File: src/rtl/csi_pkg.sv
package csi_pkg;
    localparam int WORD_W = 32;
    localparam int CODE_W = 2;

    // stored status bit positions
    localparam int ST_INS   = 31;
    localparam int ST_REM   = 30;
    localparam int ST_UNR   = 25;
    localparam int ST_OVF   = 24;
    localparam int ST_SDIO  = 14;
    localparam int ST_CMD   = 13;
    localparam int ST_WRD   = 12;
    localparam int ST_RDD   = 11;
    localparam int ST_RCRC  = 5;
    localparam int ST_DCRC  = 3;
    localparam int ST_WCRC  = 2;
    localparam int ST_RTO   = 1;
    localparam int ST_DTO   = 0;
    // live bit positions
    localparam int LV_YEMP  = 29;
    localparam int LV_XEMP  = 28;
    localparam int LV_YFUL  = 27;
    localparam int LV_XFUL  = 26;
    localparam int LV_CLK   = 8;
    localparam int LV_RRDY  = 7;
    localparam int LV_WRDY  = 6;
    localparam int CODE_LO  = 9;

    localparam logic [WORD_W-1:0] STICKY_MASK = 32'hC300_782F;
    localparam logic [WORD_W-1:0] ERR_MASK    = 32'h0000_002F;
    localparam logic [WORD_W-1:0] EN_MASK     = 32'h0007_F01F;

    // interrupt sources: status position paired with enable position
    localparam int N_SRC = 8;
    localparam int SRC_ST [N_SRC] = '{ST_RDD, ST_WRD, ST_CMD, LV_WRDY, LV_RRDY, ST_SDIO, ST_REM, ST_INS};
    localparam int SRC_EN [N_SRC] = '{0, 1, 2, 3, 4, 13, 14, 15};

    typedef struct packed {
        logic [CODE_W-1:0] code;
        logic [WORD_W-1:0] en;
        logic              irq;
    } ctl_t;
endpackage

File: src/rtl/csi_sticky_bank.sv
module csi_sticky_bank #(
    parameter int              W    = 32,
    parameter logic [W-1:0]    MASK = '1
) (
    input  logic         clk,
    input  logic         rst_n,
    input  logic [W-1:0] set_i,
    input  logic [W-1:0] clr_i,
    output logic [W-1:0] bits_o
);
    logic [W-1:0] bits_d, bits_q;

    always_comb begin
        bits_d = bits_q;
        for (int i = 0; i < W; i++) begin
            if (MASK[i]) begin
                // a set pulse overrides a clear in the same cycle
                bits_d[i] = set_i[i] | (bits_q[i] & ~clr_i[i]);
            end else begin
                bits_d[i] = 1'b0;
            end
        end
    end

    always_ff @(posedge clk) begin
        if (!rst_n) bits_q <= '0;
        else        bits_q <= bits_d;
    end

    assign bits_o = bits_q;
endmodule

File: src/rtl/csi_irq_gate.sv
module csi_irq_gate
    import csi_pkg::*;
(
    input  logic [WORD_W-1:0] status_i,
    input  logic [WORD_W-1:0] en_i,
    output logic              hit_o
);
    logic [N_SRC-1:0] hit;

    for (genvar g = 0; g < N_SRC; g++) begin : g_src
        assign hit[g] = status_i[SRC_ST[g]] & en_i[SRC_EN[g]];
    end

    assign hit_o = |hit;
endmodule

File: src/rtl/card_stat_irq.sv
module card_stat_irq
    import csi_pkg::*;
(
    input  logic              clk,
    input  logic              rst_n,
    input  logic              bus_wr,
    input  logic              bus_addr,
    input  logic [WORD_W-1:0] bus_wdata,
    output logic [WORD_W-1:0] bus_rdata,
    input  logic              ev_cmd_done,
    input  logic              ev_rd_done,
    input  logic              ev_wr_done,
    input  logic              ev_resp_crc,
    input  logic              ev_rd_crc,
    input  logic              ev_wr_crc,
    input  logic [1:0]        wr_crc_code,
    input  logic              ev_resp_to,
    input  logic              ev_rd_to,
    input  logic              ev_insert,
    input  logic              ev_remove,
    input  logic              ev_sdio,
    input  logic              ev_ovfl,
    input  logic              ev_unrun,
    input  logic              lv_yempty,
    input  logic              lv_xempty,
    input  logic              lv_yfull,
    input  logic              lv_xfull,
    input  logic              lv_clk_run,
    input  logic              lv_rd_rdy,
    input  logic              lv_wr_rdy,
    output logic              irq,
    output logic              err_any
);
    logic              wr_stat, wr_en;
    logic [WORD_W-1:0] set_v, clr_v, sticky_q, status_word, en_word;
    logic              irq_hit;
    ctl_t              ctl_d, ctl_q;

    assign wr_stat = bus_wr & ~bus_addr;
    assign wr_en   = bus_wr &  bus_addr;
    assign clr_v   = wr_stat ? bus_wdata : '0;

    always_comb begin
        set_v          = '0;
        set_v[ST_INS]  = ev_insert;
        set_v[ST_REM]  = ev_remove;
        set_v[ST_UNR]  = ev_unrun;
        set_v[ST_OVF]  = ev_ovfl;
        set_v[ST_SDIO] = ev_sdio;
        set_v[ST_CMD]  = ev_cmd_done;
        set_v[ST_WRD]  = ev_wr_done;
        set_v[ST_RDD]  = ev_rd_done;
        set_v[ST_RCRC] = ev_resp_crc;
        set_v[ST_DCRC] = ev_rd_crc;
        set_v[ST_WCRC] = ev_wr_crc;
        set_v[ST_RTO]  = ev_resp_to;
        set_v[ST_DTO]  = ev_rd_to;
    end

    csi_sticky_bank #(.W(WORD_W), .MASK(STICKY_MASK)) u_sticky (
        .clk    (clk),
        .rst_n  (rst_n),
        .set_i  (set_v),
        .clr_i  (clr_v),
        .bits_o (sticky_q)
    );

    always_comb begin
        status_word                         = sticky_q;
        status_word[LV_YEMP]                = lv_yempty;
        status_word[LV_XEMP]                = lv_xempty;
        status_word[LV_YFUL]                = lv_yfull;
        status_word[LV_XFUL]                = lv_xfull;
        status_word[LV_CLK]                 = lv_clk_run;
        status_word[LV_RRDY]                = lv_rd_rdy;
        status_word[LV_WRDY]                = lv_wr_rdy;
        status_word[CODE_LO+CODE_W-1:CODE_LO] = ctl_q.code;
    end

    assign en_word = ctl_q.en;

    csi_irq_gate u_gate (
        .status_i (status_word),
        .en_i     (en_word),
        .hit_o    (irq_hit)
    );

    always_comb begin
        ctl_d = ctl_q;
        if (ev_wr_crc) begin
            ctl_d.code = wr_crc_code;
        end else if (wr_stat && bus_wdata[ST_WCRC]) begin
            ctl_d.code = '0;
        end
        if (wr_en) begin
            ctl_d.en = bus_wdata & EN_MASK;
        end
        ctl_d.irq = irq_hit;
    end

    always_ff @(posedge clk) begin
        if (!rst_n) ctl_q <= '0;
        else        ctl_q <= ctl_d;
    end

    assign irq       = ctl_q.irq;
    assign err_any   = |(sticky_q & ERR_MASK);
    assign bus_rdata = bus_addr ? en_word : status_word;
endmodule

File: config.mk
export PLATFORM = sky130hd
export DESIGN_NAME = card_stat_irq
export DESIGN_NICKNAME = d
export VERILOG_FILES = /design/src/rtl/csi_pkg.sv /design/src/rtl/csi_sticky_bank.sv /design/src/rtl/csi_irq_gate.sv /design/src/rtl/card_stat_irq.sv
export SDC_FILE = /design/constraint.sdc
export NUM_CORES = 1
export LEC_CHECK = 0
export ABC_AREA = 1
export BUFFER_PORTS_ARGS = -buffer_cell sky130_fd_sc_hd__buf_2
export CORE_UTILIZATION = 40
export CTS_CLUSTER_SIZE = 10
export DETAILED_ROUTE_END_ITERATION = 7
export PLACE_DENSITY = 0.78
export SKIP_CTS_REPAIR_TIMING = 1
export SLEW_MARGIN = 20
export SYNTH_ARGS = -nofsm -noshare
export SYNTH_HDL_FRONTEND = slang
export SYNTH_SLANG_ARGS = --single-unit
export TNS_END_PERCENT = 100
File: constraint.sdc
create_clock -name clk -period 1.46 [get_ports clk]
set_input_delay 0.292 -clock clk [delete_from_list [all_inputs] [get_ports clk]]
set_output_delay 0.292 -clock clk [all_outputs]
set_load 0.005 [all_outputs]
==> results of run 1 <==
==> cells by family after synthesis <==
kind of cell | share of synthesized area
AND/OR/NAND/NOR | 0.3068
buffers and inverters | 0.1654
flip-flops | 0.4140
AO/OA/AOI/OAI | 0.1109
other | 0.002770
==> sequential cells by signal, summed over array words and instances (netlist names) <==
signal,count
ctl_q,2
en_word,12
irq,1
u_sticky.bits_o,13
==> cell usage after synthesis (all sizes together) <==
| cell | instances |
|---|---|
| clkbuf | 2 |
| buf | 11 |
| nor2 | 42 |
| conb | 1 |
| nor3 | 1 |
| a21oi | 16 |
| o21ai | 14 |
| nand2 | 62 |
| nand3 | 4 |
| dfxtp | 28 |
| inv | 39 |
==> report_power, final <==
group | leakage (uW) | switching (uW) | total [uW] | internal (uW)
Sequential | 0.000233 | 34.3 | 853 | 819
Clock | 0.0000279 | 230 | 508 | 278
Combinational | 0.000831 | 155 | 297 | 142
Total | 0.00109 | 420 | 1660 | 1240
==> final timing paths <==
check,from,endpoint,slack (ps),cells past startpoint
setup / recovery,u_sticky.bits_o[5]$_SDFF_PN0_,err_any,70,3
hold reg to reg,u_sticky.bits_o[24]$_SDFF_PN0_,u_sticky.bits_o[24]$_SDFF_PN0_,470,2
hold / removal,ev_insert,u_sticky.bits_o[31]$_SDFF_PN0_,170,3
setup reg to reg,u_sticky.bits_o[13]$_SDFF_PN0_,irq$_SDFF_PN0_,710,4
==> cell type report <==
cell class / instances / area (sq um) / share of cell area
Timing Repair Buffer: 80 / 420.4 / 0.2309
Clock buffer: 3 / 22.52 / 0.01237
Sequential cell: 28 / 561.8 / 0.3086
Tap cell: 44 / 55.05 / 0.03024
Inverter: 39 / 146.4 / 0.08041
Multi-Input combinational cell: 144 / 584.3 / 0.3210
Clock inverter: 1 / 30.03 / 0.01649
==> worst max-delay path, cell delays in order, from the launching register on <==
cell and delay [ps]:
dfxtp_2 350, nor3_1 200, nand3_1 100, buf_2 140
==> routing by layer <==
metal | global-route usage | part of all wire | vias to the layer above
li1 | - | - | 790
met4 | 0.08638 | 0.015 | 0
met1 | 0.2316 | 0.47 | 627
met3 | 0.03680 | 0.051 | 7
met2 | 0.2951 | 0.46 | 53
met5 | 0 | 0 | -
==> metrics by stage <==
step	hold slack, ps	power [uW]	instances	area [sq um]
after detailed placement	453.0	1168	335	1767
after CTS	164.4	1672	339	1819
final	171.7	1659	339	1821
after global routing	148.2	1755	339	1821
after floorplan	426.0	1028	224	1369
after global placement	445.8	1160	335	1767
==> results.json, run 1 <==
{
  "outcome": "complete, no violations",
  "p_leak_uw": 0.001092,
  "post-route-period-util": 0.9553,
  "area_growth_pct": 34.47,
  "tns_ps": 0,
  "dr_total_vias": 1477,
  "drive_gt1_frac": 0.2881,
  "post_synth.cell_area_avg_sq_um": 6.154,
  "timing.final.ws_setup_ps": 65.33,
  "final_nets": 354,
  "path_clk_slew_ps": 160,
  "cp_max_fo": 3,
  "layout_common_cells": "72 x buf_2, 62 x nand2_1, 42 x nor2_1",
  "syn_inst": 220,
  "die_w_um": 60.18,
  "start_util": 0.4328,
  "cp.arrival_ps": 1100,
  "required_ps": 1170,
  "power.density_mw_per_mm2": 911.1,
  "setup_viol": 0,
  "drt-pass1-iter-count": 4,
  "cts_buffers": 3,
  "worst_setup_path_start_kind": "flop",
  "wl_per_cell_um": 9.619,
  "cts_max_level": 1,
  "holdCritPathClass": "primary input to flop",
  "wl_um": 3261,
  "drt-vias-per-instance": 4.357,
  "first_global_vias": 1192,
  "pre_cts_ws_ps": 194.3,
  "hold_viol_final": 0,
  "dieArea_sq_mm": 0.003621,
  "grt_max_degree": 17,
  "drv_cap": 0,
  "fillers": 322,
  "ys_warn_count": 0,
  "final_common_cell": "buf_2",
  "period_minus_slack_ps": 1395,
  "rows": 20,
  "grt_pass1_wl_um": 4912,
  "post-route-drc-count": 0,
  "clock_sinks": 28,
  "worst_clock_skew_ps": 11.61,
  "yosysTopAreaCell": "dfxtp_1",
  "grt_use_total": 0.1831,
  "end_kind": "output port",
  "yosysSeqAreaShare": 0.4140,
  "ys_types": 12,
  "worst_ir_drop_vdd_mv": 0.4008,
  "max_clock_freq_ghz": 0.7170,
  "clockBufferDepth": 2,
  "post-route-util": 0.5820,
  "clk_latency_ps": 330,
  "rsz0062_at_grt": "false",
  "synthTopCellsByArea": "dfxtp_1 41%, nand2_1 17%, nor2_1 12%",
  "slew_viol_final": 0,
  "dieHeight_um": 60.18,
  "dp_hpwl_um": 2483,
  "cts-root-buf": "clkbuf_4",
  "io-pin-count": 92,
  "overflow": 0,
  "drt_first_iter_violations": 45,
  "antenna_found_initial": 0,
  "port_buffers": 72,
  "place.gp.congestion": 0.7446,
  "cts_tree": "built",
  "ant_nets": 0,
  "critPathKind": "flop to output port",
  "fp.coreArea_sq_mm": 0.003128,
  "synth_seq_cells": 28,
  "synth_top_cell_area_share": 0.4140,
  "diodes": 0,
  "synthesis.area_sq_mm": 0.001354
}
No activity file was read; power rests on OpenSTA's default activity.
==> inputs of run 2 (changes only) <==
ABC_AREA = 0   (was 1)
==> run 2 against run 1 <==
Compared with the run above:
- clock skew rose by 2.1 ps
- die area fell by 1.4%
- critical path depth stayed put
- maximum frequency is 0.30% higher
- synthesized cell count fell by 32%
- flip-flop and latch count unchanged
- design area is 4.1% lower
- register-to-register slack worse by 60 ps
- setup slack gained 4.2 ps
- global-route usage down 0.51 points
- clock power shrank 0.8%
- critical path type is now primary input to output port
- largest power group unchanged
==> results.json, run 2 <==
{
  "drt_first_iter_violations": 18,
  "synthXorXnorAreaFrac": 0,
  "synth_edf_count": 0,
  "cp.arrival_ps": 1100,
  "rows": 20,
  "fp.coreArea_sq_mm": 0.003103,
  "grt_use_total": 0.1779,
  "synthTopCellsByArea": "dfxtp_1 42%, nand2_1 7.9%, nor2b_1 7.0%",
  "p_clk_frac": 0.314,
  "yosys_most_used_dff": "dfxtp_1",
  "diodes": 0,
  "antenna_found_initial": 0,
  "cts_max_level": 1,
  "intPower_uw": 1236,
  "hold_viol_final": 0,
  "cts-root-buf": "clkbuf_4",
  "syn_inst": 150,
  "crit_path_top_delay_cell": "mux2_2",
  "worst_clock_skew_ps": 13.67,
  "cts_tree": "built",
  "max_clock_freq_ghz": 0.7192,
  "p_leak_uw": 0.0008370,
  "synthAdderAreaFrac": 0,
  "clockBufferDepth": 2,
  "fillers": 323,
  "synth_top_family_by_area": "simple AND/OR/NAND/NOR gates",
  "path_clk_slew_ps": 160,
  "crit_family": "buffers and inverters",
  "critPathKind": "primary input to output port",
  "wl_per_cell_um": 11.23,
  "synth_mux_area_frac": 0.05910,
  "first_global_vias": 1152,
  "post-route-util": 0.5625,
  "dieArea_sq_mm": 0.003569,
  "ys_types": 23,
  "clock_sinks": 28,
  "power.switching_uw": 373.1,
  "ys_warn_count": 0,
  "worst_setup_path_start_kind": "primary input",
  "overflow": 0,
  "required_ps": 1170,
  "synthTopCellsByCount": "28 x dfxtp_1, 28 x nand2_1, 15 x a21oi_1, 15 x nor2b_1, 12 x o21a_1",
  "setup_viol": 0,
  "slew_viol_final": 0,
  "area_growth_pct": 30.86,
  "synth_compound_gate_area_share": 0.2205,
  "port_buffers": 72,
  "cp_max_fo": 14,
  "crit_top_cell": "buf_2",
  "io-pin-count": 92,
  "final_nets": 279,
  "yosysSeqAreaShare": 0.4203,
  "grt_max_degree": 17,
  "drv_cap": 0,
  "fin_total_pwr_uw": 1609,
  "cp-startpoint": "bus_addr",
  "ant_nets": 0,
  "post_synth.cell_area_avg_sq_um": 8.892,
  "grt_pass1_wl_um": 4864,
  "yosysTopAreaCell": "dfxtp_1",
  "postPlaceCellArea_sq_mm": 0.001693,
  "die_w_um": 59.75,
  "drt-vias-per-instance": 4.674,
  "largest_reg_flops": 13,
  "switching_share": 0.2319,
  "post-route-period-util": 0.9524,
  "outcome": "complete, no violations",
  "clk_latency_ps": 330,
  "synth_top_cell_area_share": 0.4203,
  "power.density_mw_per_mm2": 921.6,
  "stdcell_area_sq_mm": 0.001745,
  "cts_buffers": 3,
  "start_util": 0.4298,
  "slowest_delay_ps": 390,
  "rsz0062_at_grt": "false",
  "wl_um": 2964,
  "p_comb_frac": 0.165,
  "synthArstFlopShare": 0,
  "dp_hpwl_um": 2306,
  "holdCritPathClass": "primary input to flop",
  "dieHeight_um": 59.75,
  "synth_seq_cells": 28,
  "cp.buffers_inverters": 2,
  "crit_chain": "buf_2 -> mux2_2 -> buf_2",
  "tns_ps": 0,
  "place.gp.congestion": 0.7268,
  "r2r_start": "u_sticky.bits_o[13]$_SDFF_PN0_",
  "layout_common_cells": "72 x buf_2, 28 x nand2_1, 28 x dfxtp_1",
  "synthesis.area_sq_mm": 0.001334,
  "final_common_cell": "buf_2",
  "min_from": "ev_sdio",
  "p_seq_frac": 0.522,
  "synth-simple-area-share": 0.2242,
  "drive_gt1_frac": 0.4045,
  "post-route-drc-count": 0,
  "end_kind": "output port",
  "worst_ir_drop_vdd_mv": 0.3875,
  "period_minus_slack_ps": 1391,
  "dr_total_vias": 1234,
  "drt-pass1-iter-count": 6
}
-- run 2: cell count changes in the layout (fill, tap and decap cells not counted), sizes merged, moves of 5 or more --
cell and delta:
nor2 -40, and2 +6, o21a +12, nand2 -34, buf -5, nor2b +16, o21ai -14, a21boi +12
inv -38, mux2 +7
-- run 2: layer usage --
metal  part of all wire  GRT usage  vias to the layer above
met2               0.49     0.3095                       45
met3              0.062    0.03463                        2
met4             0.0027    0.04983                        0
li1                   -          -                      635
met5                  0          0                        -
met1               0.44     0.2222                      552
-- run 2: kinds of logic after synthesis --
kind of cell	count (synthesis)
other	1
DFF	28
buffers and inverters	14
and+or+nand+nor	56
AOI/OAI and AO/OA	44
muxes	7
-- run 2: final timing paths --
| check | endpoint | slack, ps | cells after the start |
|---|---|---|---|
| worst max-delay path | bus_rdata[13] | 70 | 3 |
| worst min-delay path | u_sticky.bits_o[14]$_SDFF_PN0_ | 150 | 2 |
| worst max register to register | irq$_SDFF_PN0_ | 650 | 2 |
| worst min register to register | en_word[18]$_SDFFE_PN0P_ | 460 | 2 |
-- run 2: area by class of cell --
type | instances | area, sq um | share of cell area
Timing Repair Buffer | 75 | 382.9 | 0.2194
Tap cell | 44 | 55.05 | 0.03154
Clock inverter | 1 | 30.03 | 0.01720
Clock buffer | 3 | 22.52 | 0.01290
Multi-Input combinational cell | 112 | 690.7 | 0.3957
Inverter | 1 | 3.754 | 0.002151
Sequential cell | 28 | 560.5 | 0.3211
-- run 2: per-stage QoR --
step                      hold slack (ps)  std cells  setup slack [ps]
after global placement              439.6        260             70.90
after global routing                134.1        264             15.14
final                               152.6        264             69.49
after floorplan                     409.4        154             434.3
after detailed placement            442.4        260             67.94
after CTS                           143.7        264             66.74
-- run 2: power groups by stage --
stage	clock network, uW	registers, uW	logic (uW)
floorplan	0	847	161
finish	504	839	265
global route	549	847	299
global placement	0	855	266
CTS	520	839	269
detailed placement	0	856	269
==> inputs of run 3 (changes only) <==
CORE_UTILIZATION = 35   (was 40)
PLACE_DENSITY = 0.7   (was 0.78)
==> run 3 against run 2 <==
Compared with the run above:
- register-to-register slack about the same
- maximum frequency increased by 0.37%
- wire length increased by 6.7%
- non-clock buffer count increased by 1
- utilization decreased by 7.2 points
- critical endpoint is now bus_rdata[3]
- count of clock-buffer cells in the layout unchanged
- design area increased by 2.8%
- sequential power about the same
- largest power group unchanged
- power increased by 7.5%
- highest routed layer unchanged
==> results.json, run 3 (synthesis results as in run 2) <==
{
  "outcome": "complete, no violations",
  "layout_common_cells": "72 x buf_2, 28 x nand2_1, 28 x dfxtp_1",
  "end_kind": "output port",
  "first_global_vias": 1115,
  "wl_per_cell_um": 11.76,
  "worst_slew_pin_slew_ps": 522.2,
  "dr_total_vias": 1226,
  "required_ps": 1170,
  "grt_max_degree": 17,
  "worst_clock_skew_ps": 3.178,
  "antenna_found_initial": 0,
  "r2r_start": "en_word[13]$_SDFFE_PN0P_",
  "dieHeight_um": 63.73,
  "post-route-period-util": 0.9489,
  "p_leak_uw": 0.0008549,
  "worst_ir_drop_vdd_mv": 0.4922,
  "period_minus_slack_ps": 1385,
  "holdCritPathClass": "primary input to flop",
  "diodes": 0,
  "rsz0062_at_grt": "false",
  "whs_path_depth": 2,
  "endpoint": "bus_rdata[3]",
  "slew_viol_final": 0,
  "grt_use_total": 0.1671,
  "ant_nets": 0,
  "worst_setup_path_start_kind": "primary input",
  "wl_um": 3164,
  "relSlewSlack": 0.6515,
  "r2r_setup_slack_ps": 640,
  "drt_first_iter_violations": 34,
  "place.gp.congestion": 0.6955,
  "cp_max_fo": 13,
  "cp.arrival_ps": 1090,
  "reg2reg_to": "irq$_SDFF_PN0_",
  "start_util": 0.3643,
  "multi_input_area_sq_um": 695.7,
  "drive_gt1_frac": 0.4118,
  "min_from": "ev_rd_to",
  "grt_use_met2": 0.2673,
  "drt-pass1-iter-count": 4,
  "fillers": 380,
  "cts_tree": "built",
  "post-route-drc-count": 0,
  "tns_ps": 0,
  "drv_cap": 0,
  "use_met3": 0.02321,
  "drt-vias-per-instance": 4.558,
  "port_buffers": 72,
  "cts-root-buf": "clkbuf_8",
  "rows": 22,
  "final_nets": 280,
  "power.density_mw_per_mm2": 963.8,
  "ff_latch_area_sq_um": 560.5,
  "clockBufferDepth": 2,
  "top_usage_layer": "met2",
  "dieArea_sq_mm": 0.004062,
  "grtUsageMet1": 0.2281,
  "area_growth_pct": 34.52,
  "io-pin-count": 92,
  "max_clock_freq_ghz": 0.7218,
  "r2r_cells": 2,
  "path_clk_slew_ps": 100,
  "post-route-util": 0.4901,
  "cts_buffers": 3,
  "cp-startpoint": "bus_addr",
  "setup_viol": 0,
  "cts_max_level": 1,
  "die_w_um": 63.73,
  "grt_pass1_wl_um": 5244,
  "hold_slack_ps": 218.3,
  "clk_latency_ps": 270,
  "clock_sinks": 28,
  "final_common_cell": "buf_2",
  "critPathKind": "primary input to output port",
  "hold_viol_final": 0,
  "fp.coreArea_sq_mm": 0.003661,
  "largest_reg_flops": 13,
  "overflow": 0,
  "dp_hpwl_um": 2345
}
run 3: how the worst min path moves through the flow:
stage | slack [ps] | to
after floorplan | 410 | u_sticky.bits_o[2]$_SDFF_PN0_
after global placement | 440 | en_word[18]$_SDFFE_PN0P_
after detailed placement | 440 | en_word[18]$_SDFFE_PN0P_
after CTS | 210 | u_sticky.bits_o[1]$_SDFF_PN0_
after global routing | 200 | u_sticky.bits_o[0]$_SDFF_PN0_
final | 220 | u_sticky.bits_o[0]$_SDFF_PN0_
run 3: layout make-up:
cell class | instances | area share
inverter | 1 | 0.002092
timing repair buffer | 76 | 0.2245
tap | 48 | 0.03347
clock inverter | 1 | 0.01674
multi-input combinational | 112 | 0.3877
sequential | 28 | 0.3124
clock buffer | 3 | 0.02301
run 3: metrics by stage:
stage               cells  setup WS [ps]  area, sq um  power, uW
floorplan             154          434.3         1349       1008
finish                269          74.62         1794       1729
global placement      265          77.35         1718       1131
CTS                   269          73.31         1789       1748
global route          269          35.56         1794       1836
detailed placement    265          83.44         1718       1136
run 3: report_power, final:
group | switching (uW) | internal, uW | leakage [uW]
sequential | 30.5 | 810 | 0.000232
combinational | 123 | 153 | 0.000587
clock | 245 | 367 | 0.0000357
run 3: critical path, cell delays in order:
cell	delay (ps)
buf_2	290
mux2_2	380
buf_2	130
run 3: metal layers:
layer,wire length (um),vias up
met1,1543,549
met2,1465,37
met3,136,2
met5,0,-
met4,19,0
li1,-,638
